## config.mk

```make
export PLATFORM = sky130hd
export DESIGN_NAME = gpio_port
export DESIGN_NICKNAME = d
export VERILOG_FILES = /design/src/rtl/gpio_port_pkg.sv /design/src/rtl/gpio_port_sync.sv /design/src/rtl/gpio_port_edge.sv /design/src/rtl/gpio_port.sv
export SDC_FILE = /design/constraint.sdc
export NUM_CORES = 1
export LEC_CHECK = 0
export BUFFER_PORTS_ARGS = -buffer_cell sky130_fd_sc_hd__clkbuf_2
export CELL_PAD_IN_SITES_DETAIL_PLACEMENT = 2
export CELL_PAD_IN_SITES_GLOBAL_PLACEMENT = 2
export CORE_ASPECT_RATIO = 1.75
export CORE_MARGIN = 3
export CORE_UTILIZATION = 37
export DETAILED_ROUTE_END_ITERATION = 6
export GPL_ROUTABILITY_DRIVEN = 0
export HOLD_SLACK_MARGIN = 0.08
export PLACE_DENSITY = 0.84
export SLEW_MARGIN = 15
export SYNTH_ARGS = -nofsm -noshare
export SYNTH_HDL_FRONTEND = slang
export SYNTH_SLANG_ARGS = --single-unit
```

## constraint.sdc

```tcl
create_clock -name clk -period 4.7 [get_ports clk]
set_input_delay 1.41 -clock clk [delete_from_list [all_inputs] [get_ports clk]]
set_output_delay 1.41 -clock clk [all_outputs]
set_load 0.05 [all_outputs]
```

## src/rtl/gpio_port_pkg.sv

```systemverilog
package gpio_port_pkg;
  typedef enum logic [1:0] {
    TRIG_RISE  = 2'd0,
    TRIG_FALL  = 2'd1,
    TRIG_BOTH  = 2'd2,
    TRIG_LEVEL = 2'd3
  } trig_e;

  localparam int DATA_W = 32;

  // Word indices (byte address >> 2)
  localparam int IDX_DATA = 0;
  localparam int IDX_DIR  = 1;
  localparam int IDX_MASK = 2;
  localparam int IDX_CAP  = 3;
endpackage

```

## src/rtl/gpio_port_sync.sv

```systemverilog
module gpio_port_sync #(
  parameter int PINS = 32
) (
  input  logic            clk,
  input  logic            rst_n,
  input  logic [PINS-1:0] async_in,
  output logic [PINS-1:0] sync_out
);
  for (genvar g = 0; g < PINS; g++) begin : g_pin
    logic meta_q, stable_q;
    always_ff @(posedge clk) begin
      if (!rst_n) begin
        meta_q   <= 1'b0;
        stable_q <= 1'b0;
      end else begin
        meta_q   <= async_in[g];
        stable_q <= meta_q;
      end
    end
    assign sync_out[g] = stable_q;
  end
endmodule

```

## src/rtl/gpio_port_edge.sv

```systemverilog
module gpio_port_edge
  import gpio_port_pkg::*;
#(
  parameter int    PINS    = 32,
  parameter trig_e TRIGGER = TRIG_RISE
) (
  input  logic            clk,
  input  logic            rst_n,
  input  logic [PINS-1:0] pin_s,
  input  logic [PINS-1:0] clr,
  output logic [PINS-1:0] cap
);
  if (TRIGGER == TRIG_LEVEL) begin : g_level
    assign cap = '0;
  end else begin : g_edge
    logic [PINS-1:0] prev_q, hit, cap_q;

    if (TRIGGER == TRIG_RISE) begin : g_rise
      assign hit = pin_s & ~prev_q;
    end else if (TRIGGER == TRIG_FALL) begin : g_fall
      assign hit = ~pin_s & prev_q;
    end else begin : g_both
      assign hit = pin_s ^ prev_q;
    end

    always_ff @(posedge clk) begin
      if (!rst_n) begin
        prev_q <= '0;
        cap_q  <= '0;
      end else begin
        prev_q <= pin_s;
        cap_q  <= (cap_q & ~clr) | hit;  // new edge wins over clear
      end
    end
    assign cap = cap_q;
  end
endmodule

```

## src/rtl/gpio_port.sv

```systemverilog
module gpio_port
  import gpio_port_pkg::*;
#(
  parameter int    PINS    = 32,
  parameter int    ADDR_W  = 6,
  parameter trig_e TRIGGER = TRIG_RISE
) (
  input  logic              clk,
  input  logic              rst_n,
  input  logic              req_valid,
  input  logic              req_write,
  input  logic [ADDR_W-1:0] req_addr,
  input  logic [DATA_W-1:0] req_wdata,
  output logic              rsp_valid,
  output logic [DATA_W-1:0] rsp_rdata,
  input  logic [PINS-1:0]   pin_in,
  output logic [PINS-1:0]   pin_out,
  output logic [PINS-1:0]   pin_oe,
  output logic              irq
);
  localparam int IDX_W = ADDR_W - 2;

  logic [IDX_W-1:0] idx;
  logic             aligned;
  logic             sel_data, sel_dir, sel_mask, sel_cap;
  logic             wr;
  logic [PINS-1:0]  out_q, dir_q, mask_q, cap, pin_s, clr;
  logic [DATA_W-1:0] rd_mux;

  function automatic logic [DATA_W-1:0] zext(input logic [PINS-1:0] v);
    logic [DATA_W-1:0] r;
    r = '0;
    r[PINS-1:0] = v;
    return r;
  endfunction

  assign idx      = req_addr[ADDR_W-1:2];
  assign aligned  = (req_addr[1:0] == 2'b00);
  assign sel_data = aligned && (idx == IDX_W'(IDX_DATA));
  assign sel_dir  = aligned && (idx == IDX_W'(IDX_DIR));
  assign sel_mask = aligned && (idx == IDX_W'(IDX_MASK));
  assign sel_cap  = aligned && (idx == IDX_W'(IDX_CAP));
  assign wr       = req_valid && req_write;

  gpio_port_sync #(.PINS(PINS)) sync_i (
    .clk(clk), .rst_n(rst_n), .async_in(pin_in), .sync_out(pin_s)
  );

  assign clr = (wr && sel_cap) ? req_wdata[PINS-1:0] : '0;

  gpio_port_edge #(.PINS(PINS), .TRIGGER(TRIGGER)) edge_i (
    .clk(clk), .rst_n(rst_n), .pin_s(pin_s), .clr(clr), .cap(cap)
  );

  always_ff @(posedge clk) begin
    if (!rst_n) begin
      out_q  <= '0;
      dir_q  <= '0;
      mask_q <= '0;
    end else if (wr) begin
      if (sel_data) out_q  <= req_wdata[PINS-1:0];
      if (sel_dir)  dir_q  <= req_wdata[PINS-1:0];
      if (sel_mask) mask_q <= req_wdata[PINS-1:0];
    end
  end

  always_comb begin
    rd_mux = '0;
    if (sel_data)      rd_mux = zext(pin_s);
    else if (sel_dir)  rd_mux = zext(dir_q);
    else if (sel_mask) rd_mux = zext(mask_q);
    else if (sel_cap)  rd_mux = zext(cap);
  end

  always_ff @(posedge clk) begin
    if (!rst_n) begin
      rsp_valid <= 1'b0;
      rsp_rdata <= '0;
    end else begin
      rsp_valid <= req_valid && !req_write;
      rsp_rdata <= (req_valid && !req_write) ? rd_mux : '0;
    end
  end

  assign pin_out = out_q;
  assign pin_oe  = dir_q;

  if (TRIGGER == TRIG_LEVEL) begin : g_irq_level
    assign irq = |(pin_s & mask_q);
  end else begin : g_irq_edge
    assign irq = |(cap & mask_q);
  end
endmodule

```

==> reports/metrics.json, run 1 <==
{
  "dominantRegCellSynth": "sky130_fd_sc_hd__dfxtp_1",
  "final_antenna_net_count": 0,
  "number_of_levels_the_h_tree_was_split_into": 1,
  "avgSynthCellArea_sq_um": 9.658,
  "total_power_of_the_final_layout_mw": 4.482,
  "drive_gt1_share_pct": 19.72,
  "cp_data_arrival_time_ps": 2250,
  "timing.slew.headroom_pct": 42.81,
  "area.growth.synth_to_final_pct": 18.83,
  "crit_fanout": 3,
  "firstDrtPassIters": 4,
  "clk_pin_slew_worst_paths_ps": 60,
  "die_height_um": 221.1,
  "power.clock.fraction_pct": 43.7,
  "cell_area_after_technology_mapping_sq_mm": 0.009783,
  "global_route.usage.total_pct": 23.48,
  "power.density_mw_per_mm2": 385.5,
  "power_frac_comb_pct": 5.7,
  "avgViaCountPerCell": 5.454,
  "slew_viol_final": 0,
  "hold_depth": 1,
  "layout_worst_path_cycle_share_pct": 77.79,
  "fmax_mhz": 273.5,
  "synthesis.nets": 1087,
  "ir_worst_vdd_uv": 245.5,
  "cts-root-buf": "sky130_fd_sc_hd__clkbuf_16",
  "numCtsBuffers": 25,
  "final_design_area_no_fill_sq_mm": 0.01162,
  "grt_max_degree": 138,
  "fillers": 2806,
  "multi_input_comb_area_sq_mm": 0.004287,
  "synthTopCellsByArea": "sky130_fd_sc_hd__dfxtp_1 (53%), sky130_fd_sc_hd__mux2i_1 (6.5%), sky130_fd_sc_hd__and2_1 (6.2%)",
  "critPathRequiredTime_ps": 3290,
  "grt_overflow_total": 0,
  "finalClockSkew_ps": 12.38,
  "rows": 78,
  "floorplan.initialDensity_pct": 37.69,
  "ys.warnings.count": 0,
  "port_buffers": 171,
  "leakage_nw": 4.752,
  "ys_seq_area_share_pct": 52.59,
  "crit_path_end_kind": "output pin",
  "ff2ff_path_depth": 3,
  "power_switching_mw": 1.048,
  "grt_pass1_vias": 8992,
  "post-route-util_pct": 44.78,
  "drcViolationCount": 0,
  "first_iter_violations": 424,
  "drv_cap": 0,
  "clk_latency_ps": 530,
  "hold_path_class": "flop to flop",
  "antennaDiodeCount": 0,
  "timing.final.hold_violations": 0,
  "vias": 8077,
  "syn-instance-count": 1013,
  "die-width_um": 128.9,
  "timing_worst_setup_path_type": "flop to output pin",
  "final_setup_fails": 0,
  "regToRegSetupSlack_ps": 3710,
  "outcome": "finished, final reports clean",
  "post_cts_resize_count": 0,
  "cts_hold_buf": 0,
  "die_area_sq_mm": 0.02851,
  "post_dp_cell_area_sq_mm": 0.01085,
  "share_seq_of_total_power_pct": 50.5,
  "yosys.cell_count.top_type": "sky130_fd_sc_hd__dfxtp_1",
  "detail_route.wl_per_cell_um": 23.07,
  "boundaryPins": 172,
  "timing.final.crit_period_ps": 3656,
  "timing.hold.ws_ps": 431.4,
  "async_flop_share_pct": 0,
  "post-cts-setup-buffers": 0,
  "rsz0062_at_grt": "false",
  "power.switching_fraction_pct": 23.38,
  "synth_top_cell_area_share_pct": 52.59,
  "synth_top_cells_by_count": "sky130_fd_sc_hd__dfxtp_1 (257), sky130_fd_sc_hd__nand2_1 (98), sky130_fd_sc_hd__and2_1 (97), sky130_fd_sc_hd__o21ai_0 (96), sky130_fd_sc_hd__nor2b_1 (65)",
  "tightestPinTransition_ps": 854.0,
  "synth-edff-count": 0,
  "internal_power_mw": 3.434,
  "clkSinkCount": 257,
  "yosysUniqueCellTypes": 27,
  "finish.net_count": 1221,
  "synth_seq_cells": 257,
  "clk_path_buf_depth": 3,
  "grt_antenna_before_repair": 0,
  "wire_length_of_the_first_global_routing_pass_um": 52700,
  "fin_setup_tns_ps": 0,
  "totalWireLength_um": 34170,
  "cp-start-kind": "flop",
  "dp.final_hpwl_um": 22670,
  "netlist.top_cell.by_area": "sky130_fd_sc_hd__dfxtp_1",
  "sequential_cell_area_sq_mm": 0.005145,
  "coreArea_sq_mm": 0.02596,
  "tritoncts": "built"
}
==> final cells by class <==
cell class	instances	area share (%)
multi-input combinational	675	36.87
tap	320	3.444
sequential	257	44.26
timing repair buffer	188	8.729
clock buffer	39	6.609
clock inverter	2	0.08610
==> layout by cell type, fill, tap and decap left out, types with 2 or more instances in the layout <==
cell | Yosys | routed
sky130_fd_sc_hd__and2_1 | 97 | 97
sky130_fd_sc_hd__clkinv_2 | 0 | 2
sky130_fd_sc_hd__clkbuf_1 | 62 | 5
sky130_fd_sc_hd__o21ai_0 | 96 | 96
sky130_fd_sc_hd__dfxtp_1 | 257 | 257
sky130_fd_sc_hd__o2111a_1 | 32 | 32
sky130_fd_sc_hd__nand4b_1 | 2 | 2
sky130_fd_sc_hd__and4b_1 | 2 | 2
sky130_fd_sc_hd__mux2i_1 | 64 | 64
sky130_fd_sc_hd__clkbuf_16 | 0 | 25
sky130_fd_sc_hd__nand3_1 | 64 | 64
sky130_fd_sc_hd__nor2b_1 | 65 | 64
sky130_fd_sc_hd__clkbuf_8 | 0 | 9
sky130_fd_sc_hd__a21boi_0 | 25 | 25
sky130_fd_sc_hd__buf_4 | 0 | 15
sky130_fd_sc_hd__clkbuf_2 | 0 | 170
sky130_fd_sc_hd__a21boi_1 | 39 | 39
sky130_fd_sc_hd__nand4_1 | 4 | 4
sky130_fd_sc_hd__nand2_1 | 98 | 98
sky130_fd_sc_hd__nand2b_1 | 32 | 32
sky130_fd_sc_hd__a22oi_1 | 16 | 16
sky130_fd_sc_hd__a21oi_1 | 32 | 32
sky130_fd_sc_hd__buf_12 | 0 | 2
==> state kept, by name, summed over array words and instances, names as in the netlist <==
signal                 flops
mask_q                    32
pin_oe                    32
edge_i.g_edge.prev_q      32
edge_i.cap                32
rsp_rdata                 32
rsp_valid                  1
sync_i.g_pin.meta_q       32
pin_out                   32
sync_i.g_pin.stable_q     32
==> worst max-delay path, cell delays in order (launching register included) <==
cell	delay (ps)
sky130_fd_sc_hd__dfxtp_1	340
sky130_fd_sc_hd__a22oi_1	360
sky130_fd_sc_hd__nand4_1	150
sky130_fd_sc_hd__or4_1	590
sky130_fd_sc_hd__clkbuf_2	280
==> power by group through the flow <==
stage / clock network [mW] / logic (mW) / registers, mW
final: 1.96 / 0.257 / 2.26
after CTS: 2.00 / 0.260 / 2.26
after global routing: 2.11 / 0.284 / 2.27
after floorplan: 0 / 0.145 / 2.30
after global placement: 0 / 0.244 / 2.31
after detailed placement: 0 / 0.256 / 2.31
==> kinds of logic after synthesis <==
kind of cell | Yosys count | synth area share (%)
AND/OR/NAND/NOR | 371 | 20.76
multiplexers | 64 | 6.548
flip-flops | 257 | 52.59
AO/OA/AOI/OAI | 240 | 16.37
buffers and inverters | 81 | 3.734
==> per-stage QoR <==
step / cells / setup slack, ps
3_3_place_gp: 1440 / 1206
5_1_grt: 1481 / 997.6
2_1_floorplan: 1013 / 1703
3_5_place_dp: 1440 / 1132
6_report: 1481 / 1044
4_1_cts: 1481 / 1010
==> layer usage <==
layer	part of all wire [%]	GRT usage, %	vias to the layer above
met5	0	0	-
met4	3.7	9.223	0
met3	4.0	3.140	62
met2	54	42.96	207
met1	38	27.02	4069
li1	-	-	3739
==> worst paths after layout <==
check,start,endpoint
hold / removal,sync_i.g_pin[8].meta_q$_SDFF_PN0_,sync_i.g_pin[8].stable_q$_SDFF_PN0_
hold reg to reg,sync_i.g_pin[8].meta_q$_SDFF_PN0_,sync_i.g_pin[8].stable_q$_SDFF_PN0_
setup / recovery,edge_i.cap[30]$_SDFF_PN0_,irq
setup reg to reg,sync_i.g_pin[0].stable_q$_SDFF_PN0_,edge_i.cap[0]$_SDFF_PN0_
No activity file was read; power rests on OpenSTA's default activity.
==> run 2: changes to the inputs <==
CORE_UTILIZATION = 31   (was 37)
PLACE_DENSITY = 0.75   (was 0.84)
clock period = 3 ns   (was 4.7 ns; I/O delays follow)
==> run 2 against run 1 <==
Wire length is 2.1% higher. Final area is 3.0% higher. First-iteration DRC count fell by 1.9%. Non-clock buffer count up 12. Die area rose by 19%. Clock skew is 3.9 ps lower. Total power rose by 63%. Clock power is 71% higher. Largest cell class unchanged. Register-to-register slack worse by 1700 ps. Core utilization decreased by 6.1 points.
==> reports/metrics.json, run 2 (synthesized netlist as in run 1, its figures left out) <==
{
  "cp-start-kind": "flop",
  "fillers": 3433,
  "wire_length_of_the_first_global_routing_pass_um": 53670,
  "port_buffers": 171,
  "layout_worst_path_cycle_share_pct": 98.14,
  "final_common_cell": "sky130_fd_sc_hd__dfxtp_1",
  "timing_worst_setup_path_type": "flop to output pin",
  "clk_latency_ps": 540,
  "rsz0062_at_grt": "false",
  "area.growth.synth_to_final_pct": 22.45,
  "grt_antenna_before_repair": 0,
  "tritoncts": "built",
  "crit_fanout": 3,
  "final_cell_mix": "sky130_fd_sc_hd__dfxtp_1 (256), sky130_fd_sc_hd__clkbuf_2 (169), sky130_fd_sc_hd__nand2_1 (98), sky130_fd_sc_hd__and2_1 (97), sky130_fd_sc_hd__o21ai_0 (96)",
  "outcome": "finished, final reports clean",
  "fraction_of_met2_tracks_used_by_global_routing_pct": 37.95,
  "boundaryPins": 172,
  "grtUsageMet1_pct": 23.19,
  "floorplan.initialDensity_pct": 31.61,
  "drv_cap": 0,
  "tightestPinTransition_ps": 553.0,
  "clkSinkCount": 257,
  "critPathRequiredTime_ps": 2100,
  "fmax_mhz": 339.6,
  "totalWireLength_um": 34880,
  "detail_route.wl_per_cell_um": 22.23,
  "vias": 8138,
  "cts-root-buf": "sky130_fd_sc_hd__clkbuf_16",
  "clk_pin_slew_worst_paths_ps": 70,
  "finish.net_count": 1234,
  "antennaDiodeCount": 0,
  "reg_to_reg_startpoint": "sync_i.g_pin[8].stable_q$_SDFF_PN0_",
  "avgViaCountPerCell": 5.187,
  "ff2ff_path_depth": 3,
  "dp.final_hpwl_um": 23750,
  "numCtsBuffers": 26,
  "r2r_end": "edge_i.cap[8]$_SDFF_PN0_",
  "regToRegSetupSlack_ps": 2000,
  "grt_busiest_layer": "met2",
  "finalClockSkew_ps": 8.473,
  "firstDrtPassIters": 4,
  "final_antenna_net_count": 0,
  "final_setup_fails": 0,
  "timing.critical_path.to": "irq",
  "global_route.usage.total_pct": 20.34,
  "worstSetupStartpoint": "edge_i.cap[3]$_SDFF_PN0_",
  "hold_path_class": "flop to flop",
  "drive_gt1_share_pct": 21.82,
  "coreArea_sq_mm": 0.03095,
  "grt_util_met3_pct": 2.716,
  "cts_hold_buf": 0,
  "ir_worst_vdd_uv": 443.8,
  "fin_setup_tns_ps": 0,
  "crit_path_end_kind": "output pin",
  "leakage_nw": 4.874,
  "grt_overflow_total": 0,
  "first_iter_violations": 416,
  "rows": 85,
  "grt_max_degree": 126,
  "clk_path_buf_depth": 3,
  "timing.final.hold_violations": 0,
  "grt_pass1_vias": 9023,
  "timing.slew.headroom_pct": 63.14,
  "timing.final.crit_period_ps": 2944,
  "slew_viol_final": 0,
  "number_of_levels_the_h_tree_was_split_into": 1,
  "die_area_sq_mm": 0.03381,
  "die_height_um": 241.0,
  "post-route-util_pct": 38.71,
  "die-width_um": 140.3,
  "hold_depth": 1,
  "power.density_mw_per_mm2": 611.2,
  "cp_data_arrival_time_ps": 2040,
  "drcViolationCount": 0
}
run 2: power breakdown:
group	internal, mW	switching (mW)	total [mW]
combinational	0.158	0.263	0.421
clock	1.97	1.39	3.35
sequential	3.49	0.0537	3.55
run 2: cell type report:
class	instances	area [sq um]	area share, %
Multi-Input combinational cell	675	4325	36.11
Sequential cell	257	5146	42.96
Clock inverter	6	55.05	0.4596
Timing Repair Buffer	200	1139	9.505
Clock buffer	40	824.5	6.883
Tap cell	391	489.2	4.084
run 2: worst max-delay path, cell delays in order (launching register included):
cell and delay (ps):
sky130_fd_sc_hd__dfxtp_2 370, sky130_fd_sc_hd__a22oi_2 230, sky130_fd_sc_hd__nand4_1 150, sky130_fd_sc_hd__or4_4 540, sky130_fd_sc_hd__clkbuf_8 200
run 2: worst min-delay path by stage:
stage / from / endpoint / slack [ps]
finish: sync_i.g_pin[30].meta_q$_SDFF_PN0_ / sync_i.g_pin[30].stable_q$_SDFF_PN0_ / 430
global route: sync_i.g_pin[19].meta_q$_SDFF_PN0_ / sync_i.g_pin[19].stable_q$_SDFF_PN0_ / 440
CTS: sync_i.g_pin[30].meta_q$_SDFF_PN0_ / sync_i.g_pin[30].stable_q$_SDFF_PN0_ / 440
detailed placement: sync_i.g_pin[19].meta_q$_SDFF_PN0_ / sync_i.g_pin[19].stable_q$_SDFF_PN0_ / 420
global placement: sync_i.g_pin[14].meta_q$_SDFF_PN0_ / sync_i.g_pin[14].stable_q$_SDFF_PN0_ / 420
floorplan: sync_i.g_pin[0].meta_q$_SDFF_PN0_ / sync_i.g_pin[0].stable_q$_SDFF_PN0_ / 410
run 2: stage by stage:
step | instance area (sq um) | total power, mW | worst slack (ps) | hold WS (ps) | instances
final | 11980 | 7.321 | 55.76 | 429.2 | 1569
after global routing | 11980 | 7.594 | 3.252 | 445.0 | 1569
after floorplan | 9783 | 3.833 | 512.6 | 411.9 | 1013
after CTS | 11960 | 7.415 | 16.99 | 437.0 | 1569
after detailed placement | 11050 | 4.042 | 380.9 | 421.4 | 1523
after global placement | 11050 | 4.029 | 449.7 | 417.6 | 1523
run 2: per-layer routing:
| layer | part of all wire [%] | vias to the layer above |
|---|---|---|
| met5 | 0 | - |
| met1 | 39 | 4115 |
| li1 | - | 3774 |
| met4 | 3.7 | 0 |
| met3 | 3.8 | 62 |
| met2 | 53 | 187 |
run 2: what timing repair did:
action	4_1_cts	5_1_grt
setup endpoints to repair	1	1
buffers inserted	0	0
pin swaps	0	1
gates resized for setup	6	5
endpoints found under the hold margin	0	0
==> run 3: changes to the inputs <==
CORE_UTILIZATION = 37   (was 31)
PLACE_DENSITY = 0.84   (was 0.75)
clock period = 3.5 ns   (was 3 ns; I/O delays follow)
==> run 3 against run 2 <==
Worst setup slack better by 200 ps. Clock-buffer cell count down 3. Critical path depth unchanged. Wire length up 2.2%. Sequential share of layout area up 1.1 points. Clock skew up 5.1 ps. Critical path type unchanged.
==> reports/metrics.json, run 3 (synthesized netlist as in run 1, its figures left out) <==
{
  "outcome": "finished, final reports clean",
  "hold_path_class": "flop to flop",
  "ir_worst_vdd_uv": 312.2,
  "firstDrtPassIters": 5,
  "critPathRequiredTime_ps": 2450,
  "rsz0062_at_grt": "false",
  "coreArea_sq_mm": 0.02596,
  "grt_overflow_total": 0,
  "grt_pass1_vias": 9070,
  "drive_gt1_share_pct": 19.97,
  "power_frac_comb_pct": 5.8,
  "post-cts-setup-buffers": 0,
  "clk_path_buf_depth": 3,
  "cts-root-buf": "sky130_fd_sc_hd__clkbuf_16",
  "vias": 8212,
  "totalWireLength_um": 35640,
  "first_iter_violations": 393,
  "total_power_of_the_final_layout_mw": 6.127,
  "leakage_nw": 4.779,
  "finalClockSkew_ps": 13.57,
  "layout_worst_path_cycle_share_pct": 92.78,
  "fillers": 2783,
  "fmax_mhz": 308.0,
  "clk_pin_slew_worst_paths_ps": 60,
  "port_buffers": 171,
  "cp-start-kind": "flop",
  "global_route.usage.total_pct": 24.51,
  "internal_power_mw": 4.689,
  "share_seq_of_total_power_pct": 49.6,
  "tritoncts": "built",
  "boundaryPins": 172,
  "detail_route.wl_per_cell_um": 23.97,
  "final_common_cell": "sky130_fd_sc_hd__dfxtp_1",
  "dp.final_hpwl_um": 22570,
  "multi_input_comb_area_sq_mm": 0.004287,
  "timing_worst_setup_path_type": "flop to output pin",
  "number_of_levels_the_h_tree_was_split_into": 1,
  "final_cell_mix": "sky130_fd_sc_hd__dfxtp_1 (257), sky130_fd_sc_hd__clkbuf_2 (170), sky130_fd_sc_hd__nand2_1 (98), sky130_fd_sc_hd__and2_1 (97), sky130_fd_sc_hd__o21ai_0 (96)",
  "floorplan.initialDensity_pct": 37.69,
  "die_area_sq_mm": 0.02851,
  "sequential_cell_area_sq_mm": 0.005145,
  "power.switching_fraction_pct": 23.48,
  "placement.setup.worst_slack_ps": 583.8,
  "tightestPinTransition_ps": 699.1,
  "antennaDiodeCount": 0,
  "crit_path_end_kind": "output pin",
  "power_switching_mw": 1.438,
  "post_cts_resize_count": 0,
  "drcViolationCount": 0,
  "area.growth.synth_to_final_pct": 19.34,
  "clk_latency_ps": 530,
  "timing.final.hold_violations": 0,
  "cts_hold_buf": 0,
  "clkSinkCount": 257,
  "power.density_mw_per_mm2": 524.8,
  "cp_data_arrival_time_ps": 2200,
  "power.clock.fraction_pct": 44.6,
  "avgViaCountPerCell": 5.523,
  "rows": 78,
  "die-width_um": 128.9,
  "grt_max_degree": 128,
  "slew_viol_final": 0,
  "timing.slew.headroom_pct": 53.39,
  "crit_fanout": 3,
  "grt_antenna_before_repair": 0,
  "timing.hold.ws_ps": 432.0,
  "timing.final.crit_period_ps": 3247,
  "final_setup_fails": 0,
  "final_antenna_net_count": 0,
  "finish.net_count": 1224,
  "die_height_um": 221.1,
  "wire_length_of_the_first_global_routing_pass_um": 54270,
  "numCtsBuffers": 25,
  "drv_cap": 0,
  "worst_slack_ps": 252.8,
  "fin_setup_tns_ps": 0
}
## run 3: metal layers
layer / track usage [%] / vias up / wire, um
li1: - / 3744 / -
met1: 27.73 / 4175 / 13290
met2: 44.92 / 220 / 19430
met3: 2.705 / 73 / 1370
met4: 11.29 / 0 / 1549
met5: 0 / - / 0
## run 3: worst max-delay path: stages (launching register included)
cell and delay [ps]:
sky130_fd_sc_hd__dfxtp_1 370, sky130_fd_sc_hd__a22oi_1 260, sky130_fd_sc_hd__nand4_1 150, sky130_fd_sc_hd__or4_1 610
sky130_fd_sc_hd__clkbuf_2 280
## run 3: area by class of cell
type | instances | share of cell area (%)
sequential | 257 | 44.07
timing repair buffer | 191 | 8.884
tap | 320 | 3.429
clock buffer | 37 | 6.173
multi-input combinational | 675 | 36.72
clock inverter | 7 | 0.7288
## run 3: worst paths after layout
kind | startpoint | end | slack (ps) | depth (start not counted)
hold / removal | sync_i.g_pin[8].meta_q$_SDFF_PN0_ | sync_i.g_pin[8].stable_q$_SDFF_PN0_ | 430 | 1
setup reg to reg | sync_i.g_pin[31].stable_q$_SDFF_PN0_ | edge_i.cap[31]$_SDFF_PN0_ | 2500 | 3
hold reg to reg | sync_i.g_pin[8].meta_q$_SDFF_PN0_ | sync_i.g_pin[8].stable_q$_SDFF_PN0_ | 430 | 1
setup / recovery | edge_i.cap[23]$_SDFF_PN0_ | irq | 250 | 4
## run 3: per-stage QoR
step | util (%) | instances | area, sq um
2_1_floorplan | - | 1013 | 9783
3_3_place_gp | 41.87 | 1443 | 10870
3_5_place_dp | 41.87 | 1443 | 10870
4_1_cts | 44.97 | 1487 | 11670
5_1_grt | 44.97 | 1487 | 11670
6_report | 44.97 | 1487 | 11670
## run 3: power by group through the flow
stage               sequential, mW  combinational (mW)  clock (mW)
global placement              3.10               0.332           0
floorplan                     3.09               0.195           0
detailed placement            3.11               0.346           0
finish                        3.04               0.353        2.73
CTS                           3.04               0.356        2.78
global route                  3.05               0.386        2.89
